### src/rtl/dmad_pkg.sv
package dmad_pkg;
  localparam int DW     = 16;
  localparam int PAIR_W = 3;
  localparam int OFF_W  = 8;

  typedef struct packed {
    logic [PAIR_W-1:0] pairs;
    logic              irq;
    logic              chain;
    logic              calc;
    logic              imm;
  } mode_t;

  localparam int MODE_W = $bits(mode_t);

  typedef enum logic [4:0] {
    ST_IDLE, ST_VLO, ST_VHI, ST_BWAIT, ST_MOD, ST_CNT, ST_SADR, ST_OADR,
    ST_DADR, ST_AWAIT, ST_DREAD, ST_OREAD, ST_XWAIT, ST_WRITE, ST_CWB,
    ST_CLO, ST_CHI, ST_ILO, ST_IHI, ST_TWAIT, ST_VWLO, ST_VWHI, ST_FIN
  } st_e;

  typedef enum logic [3:0] {
    FT_NONE, FT_BLO, FT_BHI, FT_MOD, FT_CNT, FT_SRC, FT_OPA, FT_DST,
    FT_DAT, FT_OPD, FT_CLO, FT_CHI, FT_ILO, FT_IHI
  } fld_e;
endpackage

### src/rtl/dmad_layout.sv
module dmad_layout
  import dmad_pkg::*;
(
  input  mode_t              mode,
  input  logic [PAIR_W-1:0]  idx,
  output logic               multi,
  output logic               imm_eff,
  output logic               calc_eff,
  output logic [OFF_W-1:0]   src_off,
  output logic [OFF_W-1:0]   opa_off,
  output logic [OFF_W-1:0]   dst_off,
  output logic [OFF_W-1:0]   cad_off,
  output logic [OFF_W-1:0]   iad_off
);
  logic [OFF_W-1:0] tail;

  always_comb begin
    multi    = (mode.pairs != '0);
    imm_eff  = mode.imm  & ~multi;
    calc_eff = mode.calc & ~multi;
    src_off  = OFF_W'(4) + (OFF_W'(idx) << 2);
    opa_off  = OFF_W'(6);
    if (multi) begin
      dst_off = OFF_W'(6) + (OFF_W'(idx) << 2);
      tail    = OFF_W'(4) + (OFF_W'(mode.pairs) << 2);
    end else begin
      dst_off = calc_eff ? OFF_W'(8)  : OFF_W'(6);
      tail    = calc_eff ? OFF_W'(10) : OFF_W'(8);
    end
    cad_off = tail;
    iad_off = tail + (mode.chain ? OFF_W'(4) : OFF_W'(0));
  end
endmodule

### src/rtl/dmad_fields.sv
module dmad_fields
  import dmad_pkg::*;
(
  input  logic          clk,
  input  logic          rst_n,
  input  fld_e          tgt,
  input  logic [DW-1:0] rdata,
  input  logic          imm_eff,
  input  logic          calc_eff,
  output logic [31:0]   base,
  output mode_t         mode,
  output logic [DW-1:0] cnt,
  output logic [DW-1:0] sadr,
  output logic [DW-1:0] oadr,
  output logic [DW-1:0] dadr,
  output logic [31:0]   cad,
  output logic [31:0]   iad,
  output logic [DW-1:0] wdata
);
  logic [DW-1:0] dat_q, opd_q;

  always_ff @(posedge clk or negedge rst_n) begin
    if (!rst_n) begin
      base <= '0; mode <= '0; cnt <= '0; sadr <= '0; oadr <= '0;
      dadr <= '0; cad <= '0; iad <= '0; dat_q <= '0; opd_q <= '0;
    end else begin
      case (tgt)
        FT_BLO: base[15:0]  <= rdata;
        FT_BHI: base[31:16] <= rdata;
        FT_MOD: mode        <= mode_t'(rdata[MODE_W-1:0]);
        FT_CNT: cnt         <= rdata;
        FT_SRC: sadr        <= rdata;
        FT_OPA: oadr        <= rdata;
        FT_DST: dadr        <= rdata;
        FT_DAT: dat_q       <= rdata;
        FT_OPD: opd_q       <= rdata;
        FT_CLO: cad[15:0]   <= rdata;
        FT_CHI: cad[31:16]  <= rdata;
        FT_ILO: iad[15:0]   <= rdata;
        FT_IHI: iad[31:16]  <= rdata;
        default: ;
      endcase
    end
  end

  always_comb wdata = (imm_eff ? sadr : dat_q) + (calc_eff ? opd_q : '0);
endmodule

### src/rtl/dmad_engine.sv
module dmad_engine
  import dmad_pkg::*;
#(
  parameter int          AW       = 32,
  parameter int          VEC_W    = 3,
  parameter logic [31:0] VEC_BASE = 32'h0000_0100
) (
  input  logic             clk,
  input  logic             rst_n,
  input  logic             req,
  input  logic [VEC_W-1:0] req_vec,
  output logic             busy,
  output logic             done,
  output logic             irq_valid,
  output logic [31:0]      irq_addr,
  output logic             mem_re,
  output logic             mem_we,
  output logic [AW-1:0]    mem_addr,
  output logic [DW-1:0]    mem_wdata,
  input  logic [DW-1:0]    mem_rdata
);
  st_e               st_q, st_d;
  fld_e              tgt_q, tgt_d;
  logic [VEC_W-1:0]  vec_q, vec_d;
  logic [PAIR_W-1:0] idx_q, idx_d;
  logic [31:0]       addr_full, vec_addr, base, cad, iad;
  logic [DW-1:0]     cnt, sadr, oadr, dadr, fwdata;
  mode_t             mode;
  logic              multi, imm_eff, calc_eff, last_unit, more_pairs;
  logic [OFF_W-1:0]  src_off, opa_off, dst_off, cad_off, iad_off;

  dmad_layout u_layout (
    .mode(mode), .idx(idx_q), .multi(multi), .imm_eff(imm_eff),
    .calc_eff(calc_eff), .src_off(src_off), .opa_off(opa_off),
    .dst_off(dst_off), .cad_off(cad_off), .iad_off(iad_off)
  );

  dmad_fields u_fields (
    .clk(clk), .rst_n(rst_n), .tgt(tgt_q), .rdata(mem_rdata),
    .imm_eff(imm_eff), .calc_eff(calc_eff), .base(base), .mode(mode),
    .cnt(cnt), .sadr(sadr), .oadr(oadr), .dadr(dadr), .cad(cad),
    .iad(iad), .wdata(fwdata)
  );

  assign vec_addr   = VEC_BASE + 32'({vec_q, 2'b00});
  assign last_unit  = (cnt == DW'(1));
  assign more_pairs = ({1'b0, idx_q} + 1'b1) < {1'b0, mode.pairs};

  always_comb begin
    st_d = st_q; tgt_d = FT_NONE; vec_d = vec_q; idx_d = idx_q;
    mem_re = 1'b0; mem_we = 1'b0; addr_full = '0; mem_wdata = '0;
    unique case (st_q)
      ST_IDLE:  if (req) begin vec_d = req_vec; st_d = ST_VLO; end
      ST_VLO:   begin mem_re = 1'b1; addr_full = vec_addr; tgt_d = FT_BLO; st_d = ST_VHI; end
      ST_VHI:   begin mem_re = 1'b1; addr_full = vec_addr + 32'd2; tgt_d = FT_BHI; st_d = ST_BWAIT; end
      ST_BWAIT: st_d = ST_MOD;
      ST_MOD:   begin mem_re = 1'b1; addr_full = base; tgt_d = FT_MOD; idx_d = '0; st_d = ST_CNT; end
      ST_CNT:   begin mem_re = 1'b1; addr_full = base + 32'd2; tgt_d = FT_CNT; st_d = ST_SADR; end
      ST_SADR:  begin
        mem_re = 1'b1; addr_full = base + 32'(src_off); tgt_d = FT_SRC;
        st_d = calc_eff ? ST_OADR : ST_DADR;
      end
      ST_OADR:  begin mem_re = 1'b1; addr_full = base + 32'(opa_off); tgt_d = FT_OPA; st_d = ST_DADR; end
      ST_DADR:  begin mem_re = 1'b1; addr_full = base + 32'(dst_off); tgt_d = FT_DST; st_d = ST_AWAIT; end
      ST_AWAIT: st_d = ST_DREAD;
      ST_DREAD: begin
        if (!imm_eff) begin mem_re = 1'b1; addr_full = 32'(sadr); tgt_d = FT_DAT; end
        st_d = ST_OREAD;
      end
      ST_OREAD: begin
        if (calc_eff) begin mem_re = 1'b1; addr_full = 32'(oadr); tgt_d = FT_OPD; end
        st_d = ST_XWAIT;
      end
      ST_XWAIT: st_d = ST_WRITE;
      ST_WRITE: begin
        mem_we = 1'b1; addr_full = 32'(dadr); mem_wdata = fwdata;
        if (multi && more_pairs) begin idx_d = idx_q + 1'b1; st_d = ST_SADR; end
        else st_d = ST_CWB;
      end
      ST_CWB:   begin
        mem_we = 1'b1; addr_full = base + 32'd2; mem_wdata = cnt - DW'(1);
        if (last_unit && mode.chain)    st_d = ST_CLO;
        else if (last_unit && mode.irq) st_d = ST_ILO;
        else                            st_d = ST_FIN;
      end
      ST_CLO:   begin mem_re = 1'b1; addr_full = base + 32'(cad_off); tgt_d = FT_CLO; st_d = ST_CHI; end
      ST_CHI:   begin
        mem_re = 1'b1; addr_full = base + 32'(cad_off) + 32'd2; tgt_d = FT_CHI;
        st_d = mode.irq ? ST_ILO : ST_TWAIT;
      end
      ST_ILO:   begin mem_re = 1'b1; addr_full = base + 32'(iad_off); tgt_d = FT_ILO; st_d = ST_IHI; end
      ST_IHI:   begin mem_re = 1'b1; addr_full = base + 32'(iad_off) + 32'd2; tgt_d = FT_IHI; st_d = ST_TWAIT; end
      ST_TWAIT: st_d = mode.chain ? ST_VWLO : ST_FIN;
      ST_VWLO:  begin mem_we = 1'b1; addr_full = vec_addr; mem_wdata = cad[15:0]; st_d = ST_VWHI; end
      ST_VWHI:  begin mem_we = 1'b1; addr_full = vec_addr + 32'd2; mem_wdata = cad[31:16]; st_d = ST_FIN; end
      ST_FIN:   st_d = ST_IDLE;
      default:  st_d = ST_IDLE;
    endcase
  end

  always_ff @(posedge clk or negedge rst_n) begin
    if (!rst_n) begin
      st_q <= ST_IDLE; tgt_q <= FT_NONE; vec_q <= '0; idx_q <= '0;
    end else begin
      st_q <= st_d; tgt_q <= tgt_d; vec_q <= vec_d; idx_q <= idx_d;
    end
  end

  assign mem_addr  = addr_full[AW-1:0];
  assign busy      = (st_q != ST_IDLE);
  assign done      = (st_q == ST_FIN);
  assign irq_valid = done && last_unit && mode.irq;
  assign irq_addr  = iad;


  done_pulse_chk: assert property (@(posedge clk) disable iff (!rst_n) done |=> !done);

  done_release_chk: assert property (@(posedge clk) disable iff (!rst_n) done |=> !busy);

  port_excl_chk: assert property (@(posedge clk) disable iff (!rst_n) !(mem_re && mem_we));

  even_addr_chk: assert property (@(posedge clk) disable iff (!rst_n) (mem_re || mem_we) |-> !mem_addr[0]);

  irq_with_done_chk: assert property (@(posedge clk) disable iff (!rst_n) irq_valid |-> done);

  idle_quiet_chk: assert property (@(posedge clk) disable iff (!rst_n) !busy |-> !(mem_re || mem_we));
endmodule

### config.mk
export PLATFORM = sky130hd
export DESIGN_NAME = dmad_engine
export DESIGN_NICKNAME = d
export VERILOG_FILES = /design/src/rtl/dmad_pkg.sv /design/src/rtl/dmad_layout.sv /design/src/rtl/dmad_fields.sv /design/src/rtl/dmad_engine.sv
export SDC_FILE = /design/constraint.sdc
export NUM_CORES = 1
export LEC_CHECK = 0
export BUFFER_PORTS_ARGS = -buffer_cell sky130_fd_sc_hd__buf_2
export CAP_MARGIN = 20
export CORE_AREA = 2 2 176 178
export DETAILED_ROUTE_END_ITERATION = 10
export DIE_AREA = 0 0 178 180
export HOLD_SLACK_MARGIN = 0.03
export PLACE_DENSITY = 0.7
export SLEW_MARGIN = 15
export SYNTH_ARGS = -nofsm -noshare
export SYNTH_HDL_FRONTEND = slang
export SYNTH_SLANG_ARGS = --single-unit
### constraint.sdc
create_clock -name clk -period 16.8 [get_ports clk]
set_input_delay 1.68 -clock clk [delete_from_list [all_inputs] [get_ports clk]]
set_output_delay 1.68 -clock clk [all_outputs]
set_load 0.01 [all_outputs]
* Word level (Yosys, flattened, before mapping)
Cells that the tools add are included.
** Word-level totals
- Word-level logic and storage cells :: 125
- Bits of input ports :: 22
- Output and inout bits :: 85
- Bits in registers :: 214
** Cells by class
- Equal/unequal tests :: 38
- Reduce and logical (&&, ||, !) cells :: 16
- Bitwise logic cells :: 3
- Muxes and demuxes :: 28
- $lt $le $gt $ge :: 1
- Add/subtract/negate cells :: 18
** Operator list (count)
- $pmux W32 S14 :: 1
- $add A32 B8 Y32 :: 4
- $pmux W5 S22 :: 1
- $add A32 B2 Y32 const B :: 3
- $mux W16 :: 4
- $pmux W16 S4 :: 1
- $pmux W4 S13 :: 1
- $eq A5 B4 Y1 const B :: 8
- $eq A5 B5 Y1 const B :: 7
- $add A32 B3 Y32 const B :: 1
- $eq A4 B4 Y1 const B :: 6
- $eq A5 B3 Y1 const B :: 4
- $mux W4 :: 5
- $add A3 B5 Y6 const A :: 3
- $add A16 B16 Y16 :: 1
- $eq A16 B1 Y1 const B :: 1
- $eq A4 B3 Y1 const B :: 4
- $sub A16 B1 Y16 const B :: 1
- $mux W6 :: 2
- $add A10 B2 Y11 const B :: 1
- $reduce_or A11 Y1 :: 1
- $add A9 B5 Y10 const A :: 1
- $eq A5 B2 Y1 const B :: 2
- $mux W5 :: 2
- 23 further kinds :: 39

* Depth between registers and ports, before layout
Gate-level depths: netlist of run 1.
- Depth after elaboration :: 9
- Mapped depth :: 20
- Mapped depth without buffers :: 18

* Cells and area by module
A second synthesis of run 1 with hierarchy kept.
** Unflattened totals
- Cell total of the unflattened synthesis :: 1696
- Area, all modules :: 15879.0 um^2
** By module, submodules not included
- dmad_fields :: area each 8605.8 um^2, cells an instance 583, times used 1
- dmad_engine :: area each 6879.1 um^2, cells an instance 1056, times used 1
- dmad_layout :: area each 394.1 um^2, cells an instance 57, times used 1

* Least setup slack after synthesis of run 1
Ideal clock, no wire load.
- Kind :: reg2out
- Start point :: reg, netlist name u_fields.mode[4]
- End point :: out mem_addr[31]
- Data required time :: 15.120 ns
- Arrival :: 4.958 ns
- Stages on the path, launching flop included :: 19
- Buffers on the path :: 2
- Path slack :: 10.162 ns
- Cells stage by stage :: dfrtp_1 -> inv_1 -> ha_1 -> nor2b_1 -> clkbuf_1 -> nand2_1 -> inv_1 -> ha_1 -> fa_1 -> a211oi_1 -> o21ai_1 -> or4b_2 -> mux2_2 -> o22ai_1 -> or3_1 -> or4_4 -> buf_6 -> or3b_4 -> o311ai_0
** Between the ends
- Longest elaborated chain between the ends :: 9
- Elaborated cells between the ends (all ways) :: 15
- Classes of those cells :: 7 x add/sub; 5 x mux; 2 x bitwise; 1 x reduce/logical
** RTL lines
- branches (longest 8 deep; another with $add A32 B8 Y32)
- $pmux W32 S14 (*) :: RTL line dmad_engine.sv:52 : unique case (st_q)
- to (decl) :: RTL line dmad_engine.sv:18 : output logic [AW-1:0] mem_addr,
Every way passes the cells marked *.

* Worst setup path in the final report of run 1
- Start point :: reg, netlist name u_fields.mode[4]
- End point :: out mem_addr[26]
** Between the ends
- Longest elaborated chain between the ends :: 9
- Elaborated cells between the ends (all ways) :: 15
- Classes of those cells :: 7 x add/sub; 5 x mux; 2 x bitwise; 1 x reduce/logical
** RTL lines (RTL line)
- branches (longest 8 deep; another with $add A32 B8 Y32)
- $pmux W32 S14 (*) :: dmad_engine.sv:52
Marks and branches as above.

==> metrics.md, run 1 <==
| Metric | Value |
|---|---|
| Cells after Synth | `1,616` |
| Post-synth EDFFs | `0` |
| Switch share | `46.5%` |
| Non-Filler Instances | `just over 2,000` |
| CTS Hold Bufs | `0` |
| RSZ-0062 raised after global routing | `no` |
| VDD IR max | `0.110 mV` |
| CTS Buffer Depth | `3` |
| Multiplexer area fraction after synthesis | `16.1%` |
| Seq cells post-synth | `214` |
| Cts bufs inserted | `23` |
| Post-layout minimum cycle time | `7760 ps` |
| Asr flop ratio synth | `100%` |
| Logic pwr share | `a little under three fifths` |
| Dpl hpwl | `36,700 um` |
| Internal power | `1.87 mW` |
| Largest net degree at the start of global routing | `81` |
| FF-to-FF setup slack | `13,310 ps` |
| Final wirelength | `50,800 um` |
| CTS sink cnt | `214` |
| Leak | `6.92 nW` |
| Root Buffer | `clkbuf_16` |
| Placed Cells | `~2,000` |
| DRT iter0 DRCs | `between 1,500 and 2,000` |
| GPL Wtd Cong | `around 0.96` |
| Setup violations, final | `0` |
| Initial Utilization | `49.5%` |
| Most used DFF post-synth | `dfrtp_1` |
| Initial antenna violation count | `1` |
| Setup repair bufs after CTS | `0` |
| Syn Nets | `between 1,500 and 2,000` |
| Final worst slack | `9040 ps` |
| Synth Area in Simple Gates | `17.7%` |
| Register area | `roughly 5400 sq um` |
| Pre-CTS setup slack | `9720 ps` |
| Die area | `32,000 sq um` |
| Max-slew violation count | `0` |
| CTS H-tree lvls | `1` |
| P&R area growth vs syn | `11.1%` |
| Clock-pin slew on the worst setup and hold paths | `approximately 70 ps` |
| Worst setup SP type | `flip-flop` |
| Worst hold slack | `between 400 and 500 ps` |
| XOR/XNOR Fraction of Synth Area | `4.57%` |
| Drt pass-1 iters | `7` |
| Clock Latency Late Sink | `530 ps` |
| Gr ovfl total | `0` |
| Die W | `178 um` |
| Multi-input logic area | `9050 sq um` |
| DR vias/cell | `6.63` |
| Share of cells above drive strength 1 | `roughly a quarter` |
| Placed cell areas | `approximately 16,000 sq um` |
| Crit end category | `primary output` |
| Vias in the first global route | `13,337` |
| Routed len/inst | `roughly 24 um` |
| GRT Total Usage | `31.4%` |
| Netlist Area Pre-Place | `15,000 sq um` |
| Fillers | `2,700` |
| Sequential area share after synthesis | `35.8%` |
| Die Ht | `180 um` |
| Worst endpoint required time | `15,120 ps` |
| I/O Buffers | `106` |
| Drc violations | `0` |
| Worst Path Max Fanout | `8` |
| Rows | `64` |
| Design Area, Final | `16,600 sq um` |
| Distinct cell type count after synthesis | `82` |
| Final Hold Vio Count | `0` |
| DRT antenna net count | `0` |
| Clock power share | `14.2%` |
| Critical setup path kind | `flip-flop to primary output` |
| CTS tree | `yes` |
| Max_slew headroom | `a little under a fifth` |
| Detailed-route via count | `between 10,000 and 15,000` |
| CTS-repair resized insts | `0` |
| Layout Nets | `between 1,500 and 2,000` |
| Hold Crit Class | `flip-flop to flip-flop` |
| Core region area | `between 30,000 and 40,000 sq um` |
| Avg Inst Size Synth | `a little over 9 sq um` |
| I/O pin cnt | `107` |
| Ys Warns | `0` |
| Power Density | `210 nW/um^2` |
| Outcome | `finished, final reports clean` |
| Largest family of logic cells by synthesized area | `simple AND/OR/NAND/NOR gates` |
| Signal arrival time at the worst endpoint | `6080 ps` |
| First-pass GRT wire length | `78,300 um` |
| # Max-Cap Violations | `0` |
| Skew final | `around 30 ps` |
| Synth Area in Compound Gates | `17.5%` |
| Reg power frac | `29.9%` |
| Sum Neg Setup Slack | `0 ps` |
| Final period utilization | `46.2%` |
| Psw | `1.63 mW` |
| Fmax | `129 MHz` |
| Adder-Cell Fraction of Synth Area | `4.22%` |
| Worst Tran Pin Value | `1220 ps` |
-- flip-flops by register name, indices dropped and copies added (netlist names) --
signal,cells
u_fields.dadr,16
u_fields.opd_q,16
u_fields.cad,32
u_fields.iad,32
u_fields.dat_q,16
u_fields.oadr,16
u_fields.cnt,16
u_fields.sadr,16
st_q,5
u_fields.base,32
vec_q,3
tgt_q,4
u_fields.mode,7
idx_q,3
-- placed cells by master, fill, tap and decap left out, types with 29 or more instances in the layout --
cell type | Yosys | routed
ha_1 | 44 | 44
buf_4 | 1 | 42
nand2_1 | 124 | 124
mux2_2 | 209 | 209
xnor2_1 | 49 | 49
nor2_1 | 101 | 100
a21oi_1 | 88 | 88
nand3_1 | 52 | 52
inv_1 | 29 | 29
nor3_1 | 58 | 50
dfrtp_1 | 214 | 214
o21ai_0 | 97 | 97
xor2_1 | 29 | 29
buf_2 | 7 | 105
-- cells in the mapped netlist, drive strengths merged, types with 12 or more instances --
master | number | share of area (%)
a21o | 12 | 0.60
a21oi | 88 | 2.9
a221oi | 14 | 0.82
a222oi | 14 | 0.94
a22oi | 23 | 1.2
a31oi | 17 | 0.71
and3 | 24 | 1.0
buf | 23 | 0.76
clkbuf | 100 | 2.5
dfrtp | 214 | 36
ha | 44 | 3.7
inv | 29 | 0.73
mux2 | 209 | 16
nand2 | 124 | 3.1
nand2b | 15 | 0.63
nand3 | 52 | 1.7
nand4 | 24 | 1.0
nor2 | 101 | 2.5
nor3 | 58 | 1.9
nor4 | 17 | 0.71
o211ai | 14 | 0.70
o21ai | 102 | 3.4
o31ai | 15 | 0.82
or2 | 12 | 0.50
or3 | 12 | 0.50
or4 | 13 | 0.70
xnor2 | 49 | 2.9
xor2 | 29 | 1.7
-- area by class of cell --
class	instances	share of cell area, %
Timing Repair Buffer	148	5.15
Clock inverter	7	0.558
Antenna cell	1	0.0151
Clock buffer	31	3.83
Multi-Input combinational cell	1248	54.5
Tap cell	396	2.98
Inverter	31	0.701
Sequential cell	214	32.3
-- cells by family (layout without fill, tap and decap cells) --
kind of cell | after synthesis | after routing
other | 0 | 1
AO/OA/AOI/OAI | 395 | 395
XOR/XNOR | 78 | 78
adder cells (fa/ha/maj) | 48 | 48
multiplexers | 215 | 215
AND/OR/NAND/NOR | 512 | 512
flip-flops | 214 | 214
buffers and inverters | 154 | 217
-- routing by layer --
layer	up-vias	GRT usage [%]	share of wire, %
met4	0	11.0	3.7
met2	782	49.6	45
met1	6707	43.7	42
met3	146	4.93	8.9
li1	6129	-	-
met5	-	0	0
-- worst max-delay path, cell delays in order (launching register included) --
cell and delay, ps:
dfrtp_1 460, inv_1 110, ha_1 230, nor2b_1 150, nand2_1 150, inv_1 170, ha_1 310, fa_1 430
a211oi_1 290, o21ai_1 230, a21oi_1 600, o31ai_1 230, a2111oi_0 420, nand4_1 260, nor3b_2 510, nand2_1 220
or3_1 400, a31o_2 240, buf_2 140
-- final timing paths --
check / depth (start not counted) / start / endpoint
max: 18 / u_fields.mode[4]$_DFFE_PN0N_ / mem_addr[26]
min: 1 / u_fields.iad[17]$_DFFE_PN0N_ / u_fields.iad[17]$_DFFE_PN0N_
max reg2reg: 7 / u_fields.cnt[5]$_DFFE_PN0N_ / st_q[1]$_DFFE_PN0P_
min reg2reg: 1 / u_fields.iad[17]$_DFFE_PN0N_ / u_fields.iad[17]$_DFFE_PN0N_
max in group asynchronous: 2 / rst_n / u_fields.dat_q[8]$_DFFE_PN0N_
min in group asynchronous: 1 / rst_n / u_fields.iad[14]$_DFFE_PN0N_
-- power groups by stage --
stage          Clock [mW]  Sequential [mW]  Combinational (mW)
4_1_cts             0.504             1.03                1.92
5_1_grt             0.526             1.07                2.11
3_3_place_gp            0             1.03                1.89
3_5_place_dp            0             1.04                1.91
2_1_floorplan           0            0.919                1.39
6_report            0.496             1.04                1.95
-- through the flow --
stage | utilization (%) | power, mW
finish | 55.0 | 3.50
global route | 55.0 | 3.71
CTS | 55.0 | 3.46
detailed placement | 52.6 | 2.95
global placement | 52.6 | 2.92
floorplan | - | 2.31
Note: power is estimated with default switching activity, not from simulation.
==> run 2: changes to the inputs <==
- PLACE_DENSITY: 0.7 -> 0.72
- clock period: 16.8 -> 7.1 ns (I/O delays scaled with it)
==> metrics.md, run 2 (synthesis gave the netlist of run 1 again) <==
| Metric | Value |
|---|---|
| Max_slew headroom | `25.3%` |
| CTS Buffer Depth | `3` |
| Worst Path Max Fanout | `8` |
| Biggest regs | `u_fields.base: 32 flops, u_fields.cad: 32 flops, u_fields.iad: 32 flops` |
| GPL Wtd Cong | `0.972` |
| Largest net degree at the start of global routing | `134` |
| Rows | `64` |
| Design Area, Final | `16,700 sq um` |
| Worst setup SP type | `flip-flop` |
| Most frequent cells in the layout | `dfrtp_1 (214), mux2_2 (209), nand2_1 (124), buf_2 (105), nor2_1 (100)` |
| Final period utilization | `95.3%` |
| Root Buffer | `clkbuf_16` |
| Routed len/inst | `about 25 um` |
| Die area | `roughly 32,000 sq um` |
| # Max-Cap Violations | `0` |
| Final wirelength | `51,400 um` |
| Layout Nets | `1,737` |
| DR vias/cell | `6.74` |
| Sum Neg Setup Slack | `0 ps` |
| Cts bufs inserted | `22` |
| Dpl hpwl | `36,700 um` |
| Gr ovfl total | `0` |
| Vias in the first global route | `13,510` |
| Initial antenna violation count | `0` |
| Clock Latency Late Sink | `510 ps` |
| Pre-CTS setup slack | `about 740 ps` |
| Antenna Cells | `0` |
| Placed Cells | `roughly 2,000` |
| First-pass GRT wire length | `79,600 um` |
| Setup repair bufs after CTS | `0` |
| Crit end category | `primary output` |
| VDD IR max | `0.267 mV` |
| Core region area | `30,200 sq um` |
| Worst endpoint required time | `6390 ps` |
| Critical setup path kind | `flip-flop to primary output` |
| Util after Layout | `55.2%` |
| CTS tree | `yes` |
| Outcome | `finished, final reports clean` |
| Die W | `178 um` |
| DRT iter0 DRCs | `approximately 1,600` |
| Final worst slack | `335 ps` |
| Worst Tran Pin Value | `1110 ps` |
| RSZ-0062 raised after global routing | `no` |
| Max-slew violation count | `0` |
| Power Density | `502 nW/um^2` |
| Leak | `6.96 nW` |
| P&R area growth vs syn | `11.5%` |
| I/O Buffers | `between 100 and 150` |
| CTS sink cnt | `214` |
| Commonest non-fill, non-tap cell in the layout | `dfrtp_1` |
| Die Ht | `180 um` |
| Non-Filler Instances | `between 2,000 and 2,500` |
| CTS H-tree lvls | `1` |
| Setup violations, final | `0` |
| I/O pin cnt | `around 110` |
| Final Hold Vio Count | `0` |
| Post-layout minimum cycle time | `6770 ps` |
| Fmax | `approximately 150 MHz` |
| Detailed-route via count | `14,007` |
| DRT antenna net count | `0` |
| Drc violations | `0` |
| Share of cells above drive strength 1 | `around a quarter` |
| Skew final | `21.0 ps` |
| Placed cell areas | `about 16,000 sq um` |
| Drt pass-1 iters | `7` |
| Signal arrival time at the worst endpoint | `6060 ps` |
| Initial Utilization | `49.5%` |
| GRT Total Usage | `31.7%` |
| Clock-pin slew on the worst setup and hold paths | `60 ps` |
| Hold Crit Class | `input port to async pin` |
run 2: layer usage:
layer	GRT usage (%)	routed length, um
met1	42.1	20700
met2	50.6	23600
met3	6.15	4670
met4	13.1	2410
met5	0	0
run 2: worst paths after layout:
| check | start | endpoint | slack (ps) | depth (start not counted) |
|---|---|---|---|---|
| max in group asynchronous | rst_n | u_fields.sadr[6]$_DFFE_PN0N_ | 5550 | 3 |
| worst max register to register | u_fields.cnt[5]$_DFFE_PN0N_ | st_q[1]$_DFFE_PN0P_ | 3710 | 7 |
| worst min-delay path | rst_n | u_fields.iad[30]$_DFFE_PN0N_ | 320 | 1 |
| worst min register to register | u_fields.iad[29]$_DFFE_PN0N_ | u_fields.iad[29]$_DFFE_PN0N_ | 500 | 1 |
| min in group clk | req_vec[2] | vec_q[2]$_DFFE_PN0P_ | 440 | 2 |
| worst max-delay path | u_fields.mode[4]$_DFFE_PN0N_ | mem_addr[26] | 330 | 18 |
run 2: final cells by class:
class | count | area [sq um]
clock buffers | 32 | 649
clock inverters | 8 | 93.8
fillers | 2701 | 13500
inverters | 31 | 116
multi-input cells | 1248 | 9070
flip-flops and latches | 214 | 5360
well taps | 396 | 495
repair buffers | 150 | 891
run 2: critical path, stage by stage, from the launching register on:
cell and delay [ps]:
dfrtp_1 450, inv_1 150, ha_1 200, nor2b_1 340
nand2_1 180, inv_1 130, ha_1 330, fa_1 280
a211oi_1 110, o21ai_2 340, a21oi_1 280, or4_1 560
a2111oi_0 460, nand4_1 280, nor3b_4 450, nand2_1 200
or3_1 400, a31o_2 250, buf_2 140
run 2: repair_timing:
item                       4_1_cts  5_1_grt
setup endpoints to repair        0        3
resized for setup                0        2
hold buffers                     0        0
run 2: report_power, final:
| group | leakage (nW) | internal, mW | switching [mW] |
|---|---|---|---|
| Sequential | 2.62 | 1.82 | 0.680 |
| Combinational | 3.97 | 1.93 | 2.75 |
| Clock | 0.370 | 0.708 | 0.475 |
| Total | 6.96 | 4.45 | 3.91 |
run 2: stage by stage:
stage	total power, mW	hold WS [ps]
2_1_floorplan	5.46	414
3_3_place_gp	6.94	481
3_5_place_dp	7.03	489
4_1_cts	8.25	369
5_1_grt	8.88	398
6_report	8.36	322
